===== config.mk =====
export PLATFORM = sky130hd
export DESIGN_NAME = gpio_irq_bank
export DESIGN_NICKNAME = d
export VERILOG_FILES = /design/src/rtl/gpio_irq_pkg.sv /design/src/rtl/gpio_sync.sv /design/src/rtl/gpio_ctrl.sv /design/src/rtl/gpio_datapath.sv /design/src/rtl/gpio_irq_bank.sv
export SDC_FILE = /design/constraint.sdc
export NUM_CORES = 1
export LEC_CHECK = 0
export BUFFER_PORTS_ARGS = -buffer_cell sky130_fd_sc_hd__buf_2
export CAP_MARGIN = 15
export CORE_MARGIN = 2
export CORE_UTILIZATION = 54
export DETAILED_ROUTE_END_ITERATION = 12
export PLACE_DENSITY = 0.79
export SLEW_MARGIN = 25
export SYNTH_ARGS = -nofsm -noshare
export SYNTH_HDL_FRONTEND = slang
export SYNTH_SLANG_ARGS = --single-unit

===== constraint.sdc =====
create_clock -name clk -period 2.48 [get_ports clk]
set_input_delay 0.496 -clock clk [delete_from_list [all_inputs] [get_ports clk]]
set_output_delay 0.496 -clock clk [all_outputs]
set_load 0.1 [all_outputs]

===== src/rtl/gpio_irq_pkg.sv =====
package gpio_irq_pkg;

  localparam int NUM_IRQ = 2;

  // Register map: [3:2] selects the group, [1:0] the access kind within it.
  typedef enum logic [3:0] {
    REG_DATA      = 4'd0,
    REG_DATA_SET  = 4'd1,
    REG_DATA_CLR  = 4'd2,
    REG_DATA_TGL  = 4'd3,
    REG_MASKA     = 4'd4,
    REG_MASKA_SET = 4'd5,
    REG_MASKA_CLR = 4'd6,
    REG_MASKA_TGL = 4'd7,
    REG_MASKB     = 4'd8,
    REG_MASKB_SET = 4'd9,
    REG_MASKB_CLR = 4'd10,
    REG_MASKB_TGL = 4'd11,
    REG_DIR       = 4'd12,
    REG_POL       = 4'd13,
    REG_EDGE      = 4'd14,
    REG_BOTH      = 4'd15
  } reg_addr_e;

  // One-hot write operation: bit0 load, bit1 set, bit2 clear, bit3 toggle.
  typedef logic [3:0] wr_op_t;

  typedef struct packed {
    wr_op_t                dataOp;
    wr_op_t [NUM_IRQ-1:0]  maskOp;
  } strobe_t;

endpackage


===== src/rtl/gpio_sync.sv =====
module gpio_sync #(
  parameter int WIDTH  = 16,
  parameter int STAGES = 2
) (
  input  logic             clk,
  input  logic             rstN,
  input  logic [WIDTH-1:0] asyncIn,
  output logic [WIDTH-1:0] syncOut
);

  logic [STAGES-1:0][WIDTH-1:0] chainQ;

  genvar s;
  generate
    for (s = 0; s < STAGES; s++) begin : g_stage
      if (s == 0) begin : g_first
        always_ff @(posedge clk or negedge rstN) begin
          if (!rstN) chainQ[0] <= '0;
          else       chainQ[0] <= asyncIn;
        end
      end else begin : g_next
        always_ff @(posedge clk or negedge rstN) begin
          if (!rstN) chainQ[s] <= '0;
          else       chainQ[s] <= chainQ[s-1];
        end
      end
    end
  endgenerate

  assign syncOut = chainQ[STAGES-1];

endmodule


===== src/rtl/gpio_ctrl.sv =====
module gpio_ctrl
  import gpio_irq_pkg::*;
#(
  parameter int NUM_PINS = 16
) (
  input  logic                               clk,
  input  logic                               rstN,
  input  logic                               busWrEn,
  input  logic [3:0]                         busAddr,
  input  logic [NUM_PINS-1:0]                busWrData,
  input  logic [NUM_PINS-1:0]                dataQ,
  input  logic [NUM_IRQ-1:0][NUM_PINS-1:0]   maskQ,
  output strobe_t                            strb,
  output logic [NUM_PINS-1:0]                dirQ,
  output logic [NUM_PINS-1:0]                polQ,
  output logic [NUM_PINS-1:0]                edgeQ,
  output logic [NUM_PINS-1:0]                bothQ,
  output logic [NUM_PINS-1:0]                busRdData
);

  localparam logic [1:0] GROUP_DATA = 2'd0;
  localparam logic [1:0] GROUP_CFG  = 2'd3;

  logic [1:0] groupSel;
  logic [1:0] opSel;
  wr_op_t     opVec;

  assign groupSel = busAddr[3:2];
  assign opSel    = busAddr[1:0];
  assign opVec    = wr_op_t'(4'b0001 << opSel);

  always_comb begin
    strb.dataOp = (busWrEn && groupSel == GROUP_DATA) ? opVec : '0;
  end

  genvar k;
  generate
    for (k = 0; k < NUM_IRQ; k++) begin : g_maskStrb
      always_comb begin
        strb.maskOp[k] = (busWrEn && groupSel == 2'(k + 1)) ? opVec : '0;
      end
    end
  endgenerate

  // Configuration registers live in the last address group.
  always_ff @(posedge clk or negedge rstN) begin
    if (!rstN) begin
      dirQ  <= '0;
      polQ  <= '0;
      edgeQ <= '0;
      bothQ <= '0;
    end else if (busWrEn && groupSel == GROUP_CFG) begin
      unique case (opSel)
        2'd0: dirQ  <= busWrData;
        2'd1: polQ  <= busWrData;
        2'd2: edgeQ <= busWrData;
        default: bothQ <= busWrData;
      endcase
    end
  end

  always_comb begin
    unique case (groupSel)
      2'd0: busRdData = dataQ;
      2'd1: busRdData = maskQ[0];
      2'd2: busRdData = maskQ[1];
      default: begin
        unique case (opSel)
          2'd0: busRdData = dirQ;
          2'd1: busRdData = polQ;
          2'd2: busRdData = edgeQ;
          default: busRdData = bothQ;
        endcase
      end
    endcase
  end

endmodule


===== src/rtl/gpio_datapath.sv =====
module gpio_datapath
  import gpio_irq_pkg::*;
#(
  parameter int NUM_PINS    = 16,
  parameter int SYNC_STAGES = 2
) (
  input  logic                               clk,
  input  logic                               rstN,
  input  strobe_t                            strb,
  input  logic [NUM_PINS-1:0]                wrData,
  input  logic [NUM_PINS-1:0]                dirQ,
  input  logic [NUM_PINS-1:0]                polQ,
  input  logic [NUM_PINS-1:0]                edgeQ,
  input  logic [NUM_PINS-1:0]                bothQ,
  input  logic [NUM_PINS-1:0]                pinIn,
  output logic [NUM_PINS-1:0]                dataQ,
  output logic [NUM_IRQ-1:0][NUM_PINS-1:0]   maskQ,
  output logic [NUM_IRQ-1:0]                 irq
);

  function automatic logic [NUM_PINS-1:0] applyOp(
    input logic [NUM_PINS-1:0] cur,
    input logic [NUM_PINS-1:0] wd,
    input wr_op_t              op
  );
    logic [NUM_PINS-1:0] res;
    if (op[0]) res = wd;
    else       res = ((cur | (op[1] ? wd : '0)) & ~(op[2] ? wd : '0)) ^ (op[3] ? wd : '0);
    return res;
  endfunction

  logic [NUM_PINS-1:0] syncLevel;
  logic [NUM_PINS-1:0] sense;
  logic [NUM_PINS-1:0] senseLastQ;
  logic [NUM_PINS-1:0] riseEvt;
  logic [NUM_PINS-1:0] fallEvt;
  logic [NUM_PINS-1:0] edgeEvt;
  logic [NUM_PINS-1:0] swData;
  logic [NUM_PINS-1:0] dataD;

  gpio_sync #(.WIDTH(NUM_PINS), .STAGES(SYNC_STAGES)) u_sync (
    .clk     (clk),
    .rstN    (rstN),
    .asyncIn (pinIn),
    .syncOut (syncLevel)
  );

  assign sense   = syncLevel ^ polQ;
  assign riseEvt = sense & ~senseLastQ;
  assign fallEvt = ~sense & senseLastQ;
  assign edgeEvt = edgeQ & ~dirQ & (riseEvt | (bothQ & fallEvt));
  assign swData  = applyOp(dataQ, wrData, strb.dataOp);

  // Per pin: outputs take software writes only, level inputs follow the
  // sensed level, edge inputs keep software writes plus latched events
  // (an event wins over a clear in the same cycle).
  genvar i;
  generate
    for (i = 0; i < NUM_PINS; i++) begin : g_pin
      always_comb begin
        if (dirQ[i])        dataD[i] = swData[i];
        else if (!edgeQ[i]) dataD[i] = sense[i];
        else                dataD[i] = swData[i] | edgeEvt[i];
      end
    end
  endgenerate

  always_ff @(posedge clk or negedge rstN) begin
    if (!rstN) begin
      dataQ      <= '0;
      senseLastQ <= '0;
    end else begin
      dataQ      <= dataD;
      senseLastQ <= sense;
    end
  end

  genvar k;
  generate
    for (k = 0; k < NUM_IRQ; k++) begin : g_mask
      always_ff @(posedge clk or negedge rstN) begin
        if (!rstN) maskQ[k] <= '0;
        else       maskQ[k] <= applyOp(maskQ[k], wrData, strb.maskOp[k]);
      end
      assign irq[k] = |(dataQ & maskQ[k]);
    end
  endgenerate

endmodule


===== src/rtl/gpio_irq_bank.sv =====
module gpio_irq_bank
  import gpio_irq_pkg::*;
#(
  parameter int NUM_PINS    = 16,
  parameter int SYNC_STAGES = 2
) (
  input  logic                clk,
  input  logic                rstN,
  input  logic                busWrEn,
  input  logic [3:0]          busAddr,
  input  logic [NUM_PINS-1:0] busWrData,
  output logic [NUM_PINS-1:0] busRdData,
  input  logic [NUM_PINS-1:0] pinIn,
  output logic [NUM_PINS-1:0] pinOut,
  output logic [NUM_PINS-1:0] pinOe,
  output logic                irqA,
  output logic                irqB
);

  strobe_t                           strb;
  logic [NUM_PINS-1:0]               dataQ;
  logic [NUM_IRQ-1:0][NUM_PINS-1:0]  maskQ;
  logic [NUM_PINS-1:0]               dirQ;
  logic [NUM_PINS-1:0]               polQ;
  logic [NUM_PINS-1:0]               edgeQ;
  logic [NUM_PINS-1:0]               bothQ;
  logic [NUM_IRQ-1:0]                irq;

  gpio_ctrl #(.NUM_PINS(NUM_PINS)) u_ctrl (
    .clk       (clk),
    .rstN      (rstN),
    .busWrEn   (busWrEn),
    .busAddr   (busAddr),
    .busWrData (busWrData),
    .dataQ     (dataQ),
    .maskQ     (maskQ),
    .strb      (strb),
    .dirQ      (dirQ),
    .polQ      (polQ),
    .edgeQ     (edgeQ),
    .bothQ     (bothQ),
    .busRdData (busRdData)
  );

  gpio_datapath #(.NUM_PINS(NUM_PINS), .SYNC_STAGES(SYNC_STAGES)) u_dp (
    .clk    (clk),
    .rstN   (rstN),
    .strb   (strb),
    .wrData (busWrData),
    .dirQ   (dirQ),
    .polQ   (polQ),
    .edgeQ  (edgeQ),
    .bothQ  (bothQ),
    .pinIn  (pinIn),
    .dataQ  (dataQ),
    .maskQ  (maskQ),
    .irq    (irq)
  );

  assign pinOut = dataQ;
  assign pinOe  = dirQ;
  assign irqA   = irq[0];
  assign irqB   = irq[1];

endmodule


After elaboration in Yosys (flattened, before gate mapping)
Cells that the tools add are included.

Register bits after elaboration: 160. Bits of input ports: 39. Logic and storage cells: 119.

Equality and inequality tests: 5. Shifts and indexed selects: 1. Multiplexer cells: 49. Bitwise gates (word level): 41. Reductions and logical operators: 13.

Operator list (count): two-way mux 16 bit (12); bitwise AND 16 bit (10); inverter 16 bit (6); one-hot mux 16 bit (3 select lines) (2); OR 16 bit (4); bitwise XOR 16 bit (4); two-way mux 1 bit (32); OR reduction 16 bit (2); OR 1 bit (16); two-way mux 4 bit (3); AND reduction 2 bit (4); == test 2 bit, second input constant (3); == test 2 x 1 -> 1 bit, second input constant (2); logical AND 1 bit (4); zero test 2 bit (2); left shift 1 x 2 -> 4 bit, first input constant (1); OR reduction 3 bit (1); inverter 1 bit (1).

Logic depth before layout (Yosys ltp)
Depth after elaboration: 11. Mapped depth: 7. Gate-level depth less buffers: 4.

By module
Synthesis repeated with hierarchy kept, for this count alone.

Cell total of the unflattened synthesis: 823. Area total of the unflattened synthesis: 8826.0 um^2.

Modules (own cells, without submodules): gpio_datapath (times used 1, cells an instance 540, area each 4649.5 um^2); gpio_ctrl (times used 1, cells an instance 235, area each 3255.6 um^2); gpio_sync (times used 1, cells an instance 48, area each 920.9 um^2).

Worst setup path before layout
OpenSTA, ideal clock, no wires.

Path type: reg2out. Start point: reg u_dp.dataQ[8]. End point: out irqA. Arrival: 2.277 ns. Required time: 1.984 ns. Slack: -0.293 ns. Cell stages (with the launch flop): 4. Buffers on the path: 0. Cell sequence: dfrtp_1 > a22o_1 > a221oi_1 > nand4_1.

Word-level cells in the longest chain between the ends: 2.

Ends and longest elaborated chain: start: declaration (line gpio_datapath.sv:16) `output logic [NUM_PINS-1:0] dataQ,`; start signal: assignment (line gpio_datapath.sv:73) `dataQ <= dataD;`; bitwise AND 16 bit (line gpio_datapath.sv:85) `assign irq[k] = |(dataQ & maskQ[k]);`; OR reduction 16 bit (line gpio_datapath.sv:85); end: declaration (line gpio_irq_bank.sv:16) `output logic irqA,`.

Every way passes these cells.

Final worst setup path
Start point: reg u_ctrl.dirQ[6]. End point: out busRdData[6].

Word-level cells in the longest chain between the ends: 2.

Ends and longest elaborated chain: start: declaration (line gpio_ctrl.sv:14) `output logic [NUM_PINS-1:0] dirQ,`; start signal: assignment (line gpio_ctrl.sv:54) `2'd0: dirQ <= busWrData;`; one-hot mux 16 bit (3 select lines) (line gpio_ctrl.sv:68) `unique case (opSel)`; one-hot mux 16 bit (3 select lines) (line gpio_ctrl.sv:63) `unique case (groupSel)`; end: declaration (line gpio_irq_bank.sv:12) `output logic [NUM_PINS-1:0] busRdData,`.

Every way passes these cells.

==> results.cfg <==
[outcome]
status = finished, violations left
violations = setup timing

[placed_design]
hpwl_um = 16870
routabilityCongestion = 0.9229
placed_cell_area_mm2 = 0.009364
io_buffer_count = 88

[global_route]
grt_first_pass_wirelength_um = 40030
grt_antenna_before_repair = 1
grt_overflow_total = 0
track_usage_pct = 31.93
grt_pass1_vias = 7149
grt_max_degree = 52

[synthesis]
netlist_area_mm2 = 0.008466
synth.area.top_cells = dfrtp_1 47%, mux4_2 8.5%, mux2_2 6.4%
async_flop_share_pct = 100.0
yosysSeqAreaShare_pct = 47.30
yosysWarnings = 0
ys_seq_elements = 160
syn_nets = 816
synth_flop_cell = dfrtp_1
yosysTopAreaCell = dfrtp_1
syn_avg_cell_area_um2 = 10.90
ys_types = 42
yosys.area.top_type_share_pct = 47.30
synth_edf_count = 0
syn-instance-count = 777

[die]
fp.dieH_um = 129.2
io_pins = 89
core_area_mm2 = 0.01526
die_area_mm2 = 0.01670
fp-row-count = 45
initial_utilization_pct = 55.48
dieWidth_um = 129.2

[drt]
num_vias = 7492
route.met2.wl_um = 11630
postRouteAntennaNets = 0
met1Wirelength_um = 10350
wl_met3_um = 2801
drc = 0
wl_um = 25480
wl_per_cell_um = 22.08
firstDrtPassIters = 5
top_layer = met5
via_per_inst = 6.492
drtIter0Drc = 986

[critical_path]
crit_fanout = 2
arrival_ns = 2.07
cp.required_ns = 1.98
critPathKind = reg2out
end_kind = output pin
path_cells = mux4_2, mux4_2, buf_8
path_buf_inv = 1
cp_slowest_cell = mux4_2
critPathTopFamily = multiplexers
startpoint = u_ctrl.dirQ[6]
crit_top_cell = mux4_2
start_kind = flip-flop
r2r_start = u_ctrl.polQ[7]
cpPeakStageDelay_ns = 0.51

[clock_network]
worstSkewPairLatency_ns = 0.44
cts.sinks = 160
h-tree-depth = 4
numCtsBuffers = 17
path_clk_slew_ns = 0.07
root_buffer = clkbuf_16
cts.path.max_buffers = 2
cts_tree = yes

[finish]
diodes = 0
final_area_mm2 = 0.01073
syn_to_final_growth_pct = 26.75
fin_nets = 969
drive_gt1_share_pct = 38.71
final_cell_mix = 127 x dfrtp_1, 101 x buf_4, 70 x nand2_1
layout_commonest_cell = dfrtp_1

[sta]
setup_ws_ns = -0.09057
finalMaxSlewViolations = 0
rsz0062_at_grt = yes
maxSlewHeadroom_pct = 38.58
final-hold-violation-count = 0
fmax_ghz = 0.3890
finClkSkew_ns = 0.01702
min_period_ns = 2.571
worst_pin_slew_ns = 0.9179
finalSetupViolations = 16
fin_crit_sh_pct = 103.7

[power]
total_power_w = 0.01209
cellPowerDensity_mw_per_mm2 = 1127
ir_drop_mv = 0.7438
leakagePower_nw = 4.469

[min_path]
min_from = pinIn[12]
worstHoldPathType = in2reg

[flow_run]
maxCapViolCount = 0
-- cell families after synthesis --
kind of cell / synth area share, %
xor gates and xnor gates: 1.655
and+or+nand+nor: 17.35
buffers and inverters: 4.094
DFF: 47.30
AOI/OAI and AO/OA: 13.52
muxes: 16.08
-- per-layer routing --
layer	track usage (%)	vias up
met3	6.813	79
met4	10.55	2
li1	-	3195
met2	48.54	526
met1	46.28	3690
met5	0	-
-- flip-flops by register name, indices dropped and copies added, names as in the netlist --
| signal | flops |
|---|---|
| u_dp.senseLastQ | 16 |
| u_dp.u_sync.syncOut | 16 |
| u_ctrl.bothQ | 16 |
| u_ctrl.edgeQ | 16 |
| u_dp.dataQ | 16 |
| u_dp.u_sync.chainQ | 16 |
| u_ctrl.polQ | 16 |
| u_ctrl.dirQ | 16 |
| u_dp.maskQ | 32 |
-- final cells by class --
cell class              count  area [um^2]
fillers                  1023         4528
multi-input cells         538         4151
flip-flops and latches    160         4065
repair buffers            196         1567
clock buffers              19        442.9
well taps                 211        264.0
clock inverters            13        176.4
inverters                  17        63.81
-- worst reg2reg max path, stage by stage, from the launching register on --
cell and delay, ns:
dfrtp_1 0.43, buf_4 0.15, buf_4 0.13, xor2_1 0.27, or3_1 0.16, o21ai_1 0.06, a221o_1 0.34
-- metrics by stage --
step / hold slack [ns] / setup TNS [ns] / setup slack [ns] / util [%] / instances
3_5_place_dp: 0.3347 / -5.147 / -0.3451 / 61.37 / 1058
4_1_cts: 0.1522 / -0.8132 / -0.08080 / 69.79 / 1145
3_3_place_gp: 0.3316 / -4.463 / -0.3077 / 61.37 / 1058
5_1_grt: 0.1490 / -1.250 / -0.1218 / 70.32 / 1154
2_1_floorplan: 0.2004 / -0.04133 / -0.04133 / - / 777
6_report: 0.1582 / -0.8670 / -0.09057 / 70.32 / 1154
-- synthesized netlist by cell type (21+ instances only) --
cell type and instances:
dfrtp_1 160, nand2_1 70, o21ai_0 56, mux2_2 48
a21oi_1 40, clkbuf_1 35, or3_1 35, mux4_2 32
buf_2 21, nand3_1 21, nor2b_1 21, nor3b_1 21
-- path summary, 6_finish.rpt --
check,end,slack [ns],cells past startpoint
setup / recovery,busRdData[6],-0.09,3
hold / removal,u_dp.u_sync.chainQ[12],0.16,1
setup reg to reg,u_dp.dataQ[7],0.84,6
hold reg to reg,u_dp.u_sync.syncOut[4],0.34,0
max in group asynchronous,u_dp.dataQ[10],1.11,3
min in group asynchronous,u_dp.senseLastQ[0],0.53,2
-- power by group --
part | switching [W] | total, W | internal, W | leakage [nW]
clock network | 0.00115 | 0.00278 | 0.00163 | 0.304
registers | 0.000823 | 0.00409 | 0.00326 | 1.86
logic | 0.00340 | 0.00522 | 0.00182 | 2.30
-- repair_timing --
action	in CTS	in global routing
setup endpoints to repair	17	17
hold endpoints to repair	36	0
buffers inserted	54	9
resized for setup	69	3
hold buffers	1	0
pin swaps	0	1
gates cloned	0	0
Power figures use the tool's default switching activity.
